$ cat src/rtl/seg_pkg.sv
package seg_pkg;
  localparam int SEL_W    = 2;
  localparam int NUM_SEGS = 4;

  typedef enum logic [SEL_W-1:0] {
    SEL_EXTRA = 2'b00,
    SEL_CODE  = 2'b01,
    SEL_STACK = 2'b10,
    SEL_DATA  = 2'b11
  } seg_sel_e;
endpackage

$ cat src/rtl/seg_regfile.sv
module seg_regfile
  import seg_pkg::*;
#(
  parameter int SEG_W = 16
) (
  input  logic             clk,
  input  logic             rst,
  input  logic             wr_en,
  input  logic [SEL_W-1:0] wr_sel,
  input  logic [SEG_W-1:0] wr_data,
  input  logic [SEL_W-1:0] rd_sel,
  output logic [SEG_W-1:0] rd_data,
  input  logic [SEL_W-1:0] fw_sel,
  output logic [SEG_W-1:0] fw_data
);
  logic [SEG_W-1:0] bank [NUM_SEGS];

  // one register per segment, each with its own reset value
  for (genvar g = 0; g < NUM_SEGS; g++) begin : g_seg
    localparam logic [SEG_W-1:0] RST_VAL =
      (g == int'(SEL_CODE)) ? {SEG_W{1'b1}} : {SEG_W{1'b0}};
    always_ff @(posedge clk) begin
      if (rst) begin
        bank[g] <= RST_VAL;
      end else if (wr_en && (wr_sel == SEL_W'(g))) begin
        bank[g] <= wr_data;
      end
    end
  end

  assign rd_data = bank[rd_sel];

  // same-cycle bypass so a request sees a write to its own segment
  always_comb begin
    if (wr_en && (wr_sel == fw_sel)) fw_data = wr_data;
    else                             fw_data = bank[fw_sel];
  end
endmodule

$ cat src/rtl/seg_addr_calc.sv
module seg_addr_calc #(
  parameter int SEG_W = 16,
  parameter int OFF_W = 16,
  parameter int SHIFT = 4,
  localparam int PA_W = SEG_W + SHIFT
) (
  input  logic [SEG_W-1:0] seg_base,
  input  logic [OFF_W-1:0] offset,
  output logic [PA_W-1:0]  phys
);
  logic [PA_W-1:0] base_ext;
  logic [PA_W-1:0] off_ext;

  assign base_ext = {seg_base, {SHIFT{1'b0}}};
  assign off_ext  = PA_W'(offset);
  // carry out of the top bit is dropped: modulo wrap
  assign phys     = base_ext + off_ext;
endmodule

$ cat src/rtl/seg_normalize.sv
module seg_normalize #(
  parameter int SEG_W = 16,
  parameter int SHIFT = 4,
  localparam int PA_W = SEG_W + SHIFT
) (
  input  logic [PA_W-1:0]  phys,
  output logic [SEG_W-1:0] n_seg,
  output logic [SHIFT-1:0] n_off
);
  assign n_seg = phys[PA_W-1:SHIFT];
  assign n_off = phys[SHIFT-1:0];
endmodule

$ cat src/rtl/segaddr_gen.sv
module segaddr_gen
  import seg_pkg::*;
#(
  parameter int SEG_W = 16,
  parameter int OFF_W = 16,
  parameter int SHIFT = 4,
  localparam int PA_W = SEG_W + SHIFT
) (
  input  logic             clk,
  input  logic             rst,
  input  logic             wr_en,
  input  logic [1:0]       wr_sel,
  input  logic [SEG_W-1:0] wr_data,
  input  logic [1:0]       rd_sel,
  output logic [SEG_W-1:0] rd_data,
  input  logic             req_valid,
  input  logic [1:0]       req_sel,
  input  logic [OFF_W-1:0] req_off,
  output logic             pa_valid,
  output logic [PA_W-1:0]  pa_addr,
  output logic [SEG_W-1:0] norm_seg,
  output logic [SHIFT-1:0] norm_off
);
  logic [SEG_W-1:0] req_base;
  logic [PA_W-1:0]  pa_next;
  logic [PA_W-1:0]  pa_q;
  logic             vld_q;

  seg_regfile #(.SEG_W(SEG_W)) u_rf (
    .clk     (clk),
    .rst     (rst),
    .wr_en   (wr_en),
    .wr_sel  (wr_sel),
    .wr_data (wr_data),
    .rd_sel  (rd_sel),
    .rd_data (rd_data),
    .fw_sel  (req_sel),
    .fw_data (req_base)
  );

  seg_addr_calc #(.SEG_W(SEG_W), .OFF_W(OFF_W), .SHIFT(SHIFT)) u_calc (
    .seg_base (req_base),
    .offset   (req_off),
    .phys     (pa_next)
  );

  always_ff @(posedge clk) begin
    if (rst) begin
      vld_q <= 1'b0;
      pa_q  <= '0;
    end else begin
      vld_q <= req_valid;
      if (req_valid) pa_q <= pa_next;
    end
  end

  assign pa_valid = vld_q;
  assign pa_addr  = pa_q;

  seg_normalize #(.SEG_W(SEG_W), .SHIFT(SHIFT)) u_norm (
    .phys  (pa_q),
    .n_seg (norm_seg),
    .n_off (norm_off)
  );
endmodule

$ cat config.mk
export PLATFORM = sky130hd
export DESIGN_NAME = segaddr_gen
export DESIGN_NICKNAME = d
export VERILOG_FILES = /design/src/rtl/seg_pkg.sv /design/src/rtl/seg_regfile.sv /design/src/rtl/seg_addr_calc.sv /design/src/rtl/seg_normalize.sv /design/src/rtl/segaddr_gen.sv
export SDC_FILE = /design/constraint.sdc
export NUM_CORES = 1
export LEC_CHECK = 0
export BUFFER_PORTS_ARGS = -buffer_cell sky130_fd_sc_hd__buf_2
export CAP_MARGIN = 20
export CORE_MARGIN = 1
export CORE_UTILIZATION = 57
export CTS_BUF_LIST = sky130_fd_sc_hd__clkbuf_4 sky130_fd_sc_hd__clkbuf_8 sky130_fd_sc_hd__clkbuf_16
export DETAILED_ROUTE_END_ITERATION = 7
export PLACE_DENSITY = 0.9
export SYNTH_ARGS = -nofsm -noshare
export SYNTH_HDL_FRONTEND = slang
export SYNTH_SLANG_ARGS = --single-unit
export TNS_END_PERCENT = 50
$ cat constraint.sdc
create_clock -name clk -period 6.3 [get_ports clk]
set_input_delay 0.63 -clock clk [delete_from_list [all_inputs] [get_ports clk]]
set_output_delay 0.63 -clock clk [all_outputs]
set_load 0.05 [all_outputs]
==> results.toml <==
[synthesis]
syn_area_per_cell_um2 = 12.7
synth_edf_count = 64
syn_inst = 385
ys_async_sr_fraction = 0
synth_top_area_share = 0.393
yosysWarnings = 0
synth_top_area_cell = "edfxtp_1"
syn-num-nets = 441
synth.area.top_cells = "edfxtp_1 39%, mux4_2 13%, dfxtp_1 8.6%, and2_1 5.9%, ha_1 3.3%"
netlist_area_mm2 = 0.00489
ys_types = 47
seq_area_frac_synth = 0.479
synth-seq-cells = 85
ys.flop_type = "edfxtp_1"

[sta]
fin_crit_ps = 3810
drv_slew = 0
finalCritPeriodShare = 0.604
tns_ps = 0
fin_ws_ps = 2490
fmax_ghz = 0.263
finalHoldViolCount = 0
slew_headroom = 0.341
fin_hold_ws_ps = 499
finalClockSkew_ps = 7.91
setup-violations-final = 0
rsz0062_at_grt = "false"
tightest_slew_ps = 985

[global_routing]
grt_overflow = 0
track_usage = 0.269
grt_pass1_vias = 3450
grt_first_pass_wirelength_mm = 17.5
antenna_found_initial = 0
grt_max_degree = 22

[worst_setup_path]
worstSetupStartpoint = "req_sel[0]"
critPathSlowestCell = "mux4_2"
worstSetupPathType = "primary input to register"
startpoint_type = "primary input"
end_kind = "register"
crit_fanout = 17
crit_path_cell_trace = "buf_2, mux4_2, mux2_2, ha_1, fa_1, a211oi_1, nor4_1, nor2_1, a311oi_2, and3_1, a311o_1"
reg2reg_slack_ps = 2950
critPathMaxStageDelay_ps = 580
r2r-end = "pa_addr[18]"
crit_arrival_ps = 4050
r2r_start = "u_rf.bank[0][0]"
cp.required_ps = 6540
r2r_cells = 10

[place]
numPortBuffers = 98
post-dp-hpwl_mm = 8.01
post-place-ws_ps = 2160
place_inst = 550
place_area_mm2 = 0.00529
gp_congestion = 0.894

[layout]
final_util = 0.663
drive_gt1_frac = 0.352
syn2layout_area_growth_pct = 12.1
diodes = 0
fillers = 603
final_cells = 565
final_common_cell = "buf_2"
layout_common_cells = "98 x buf_2, 64 x edfxtp_1, 46 x and2_1"
final_nets = 512
stdcell_area_mm2 = 0.00548

[clocking]
cts_tree = "built"
htreeDepth = 3
cts_buffers = 9
cts_buffer_depth = 2
cts_root_buf = "clkbuf_8"
cts_hold_buf = 0
clock_sinks = 85
cts_resized = 0
clock_latency_ps = 360
post_cts_buffers = 0
path_clk_slew_ps = 80

[power_and_ir_drop]
p_leak_nw = 2.23
power.density_mw_per_mm2 = 283
ir_drop_mv = 0.119
total_power_mw = 1.55

[route]
routedWlPerCell_um = 19.9
finalWirelength_mm = 11.2
vias = 3489
firstDrtPassIters = 5
drc = 0
ant_nets = 0
via_per_inst = 6.18
drt_iter0_drc = 304

[die]
rows = 33
fp.coreArea_mm2 = 0.00826
die_w_um = 94.6
initial_core_util = 0.592
dieArea_mm2 = 0.00895
die_h_um = 94.6
io_pins = 99

[worst_hold_path]
min_delay_path_depth = 2
hold_path_class = "register to register"
hold_end = "pa_addr[15]"
hp-start = "pa_addr[15]"

[flow_run]
max_cap_violations = 0

[status]
status = "complete, no violations"
## critical path, delay by kind of cell
kind                     cells  cell delay [ps]
buffers and inverters        1              470
adder cells (fa/ha/maj)      2              650
multiplexers                 2              860
AO/OA/AOI/OAI                3              840
AND/OR/NAND/NOR              3              580
## worst max path at each step
| stage | to | slack (ps) | cells after the start |
|---|---|---|---|
| CTS | pa_addr[18] | 2500 | 11 |
| global route | pa_addr[18] | 2280 | 11 |
| finish | pa_addr[18] | 2490 | 11 |
| floorplan | pa_addr[18] | 2530 | 12 |
| global placement | pa_addr[18] | 2250 | 11 |
| detailed placement | pa_addr[18] | 2160 | 11 |
## registers in the layout (all words and copies together), names as in the netlist
register	count
pa_addr	20
pa_valid	1
u_rf.bank	64
## power breakdown
group / internal (mW) / switching [mW]
clock: 0.183 / 0.192
sequential: 0.652 / 0.0265
combinational: 0.161 / 0.334
## logic make-up after synthesis
logic type | after synthesis | synth area share
multiplexers | 59 | 0.209
buffers and inverters | 47 | 0.0548
flip-flops | 85 | 0.479
adder cells (fa/ha/maj) | 14 | 0.0374
AO/OA/AOI/OAI | 47 | 0.0671
XOR/XNOR | 10 | 0.0179
AND/OR/NAND/NOR | 123 | 0.134
## per-layer routing
| metal | track usage | routed length (um) | part of all wire | vias to the layer above |
|---|---|---|---|---|
| met4 | 0.0972 | 310 | 0.028 | 0 |
| li1 | - | - | - | 1573 |
| met5 | 0 | 0 | 0 | - |
| met1 | 0.339 | 4450 | 0.40 | 1734 |
| met3 | 0.0491 | 666 | 0.059 | 25 |
| met2 | 0.464 | 5810 | 0.52 | 157 |
## Yosys cell counts (2+ instances only)
cell type and n:
edfxtp_1 64, and2_1 46, mux4_2 29, nor2_1 23
dfxtp_1 21, buf_4 20, nand2_1 17, nand2b_1 15
mux2i_1 14, a21oi_1 13, ha_1 13, clkbuf_1 12
mux2_2 12, nor3_1 8, buf_2 7, xnor2_1 7
inv_1 6, o21ai_0 6, a211oi_1 5, nand3_1 4
a31o_2 3, mux4_1 3, nor4_1 3, xor2_1 3
a21o_1 2, a311o_1 2, and3_1 2, nand4_1 2
o211ai_1 2, o22ai_1 2, o31a_1 2, or3_1 2
## cell type report
cell class | count | area [um2] | area share
sequential | 85 | 2340 | 0.428
multi-input combinational | 253 | 2290 | 0.418
timing repair buffer | 100 | 505 | 0.0923
clock buffer | 10 | 131 | 0.0240
tap | 105 | 131 | 0.0240
clock inverter | 5 | 52.6 | 0.00960
inverter | 7 | 26.3 | 0.00480
(Power assumes the default switching activity.)
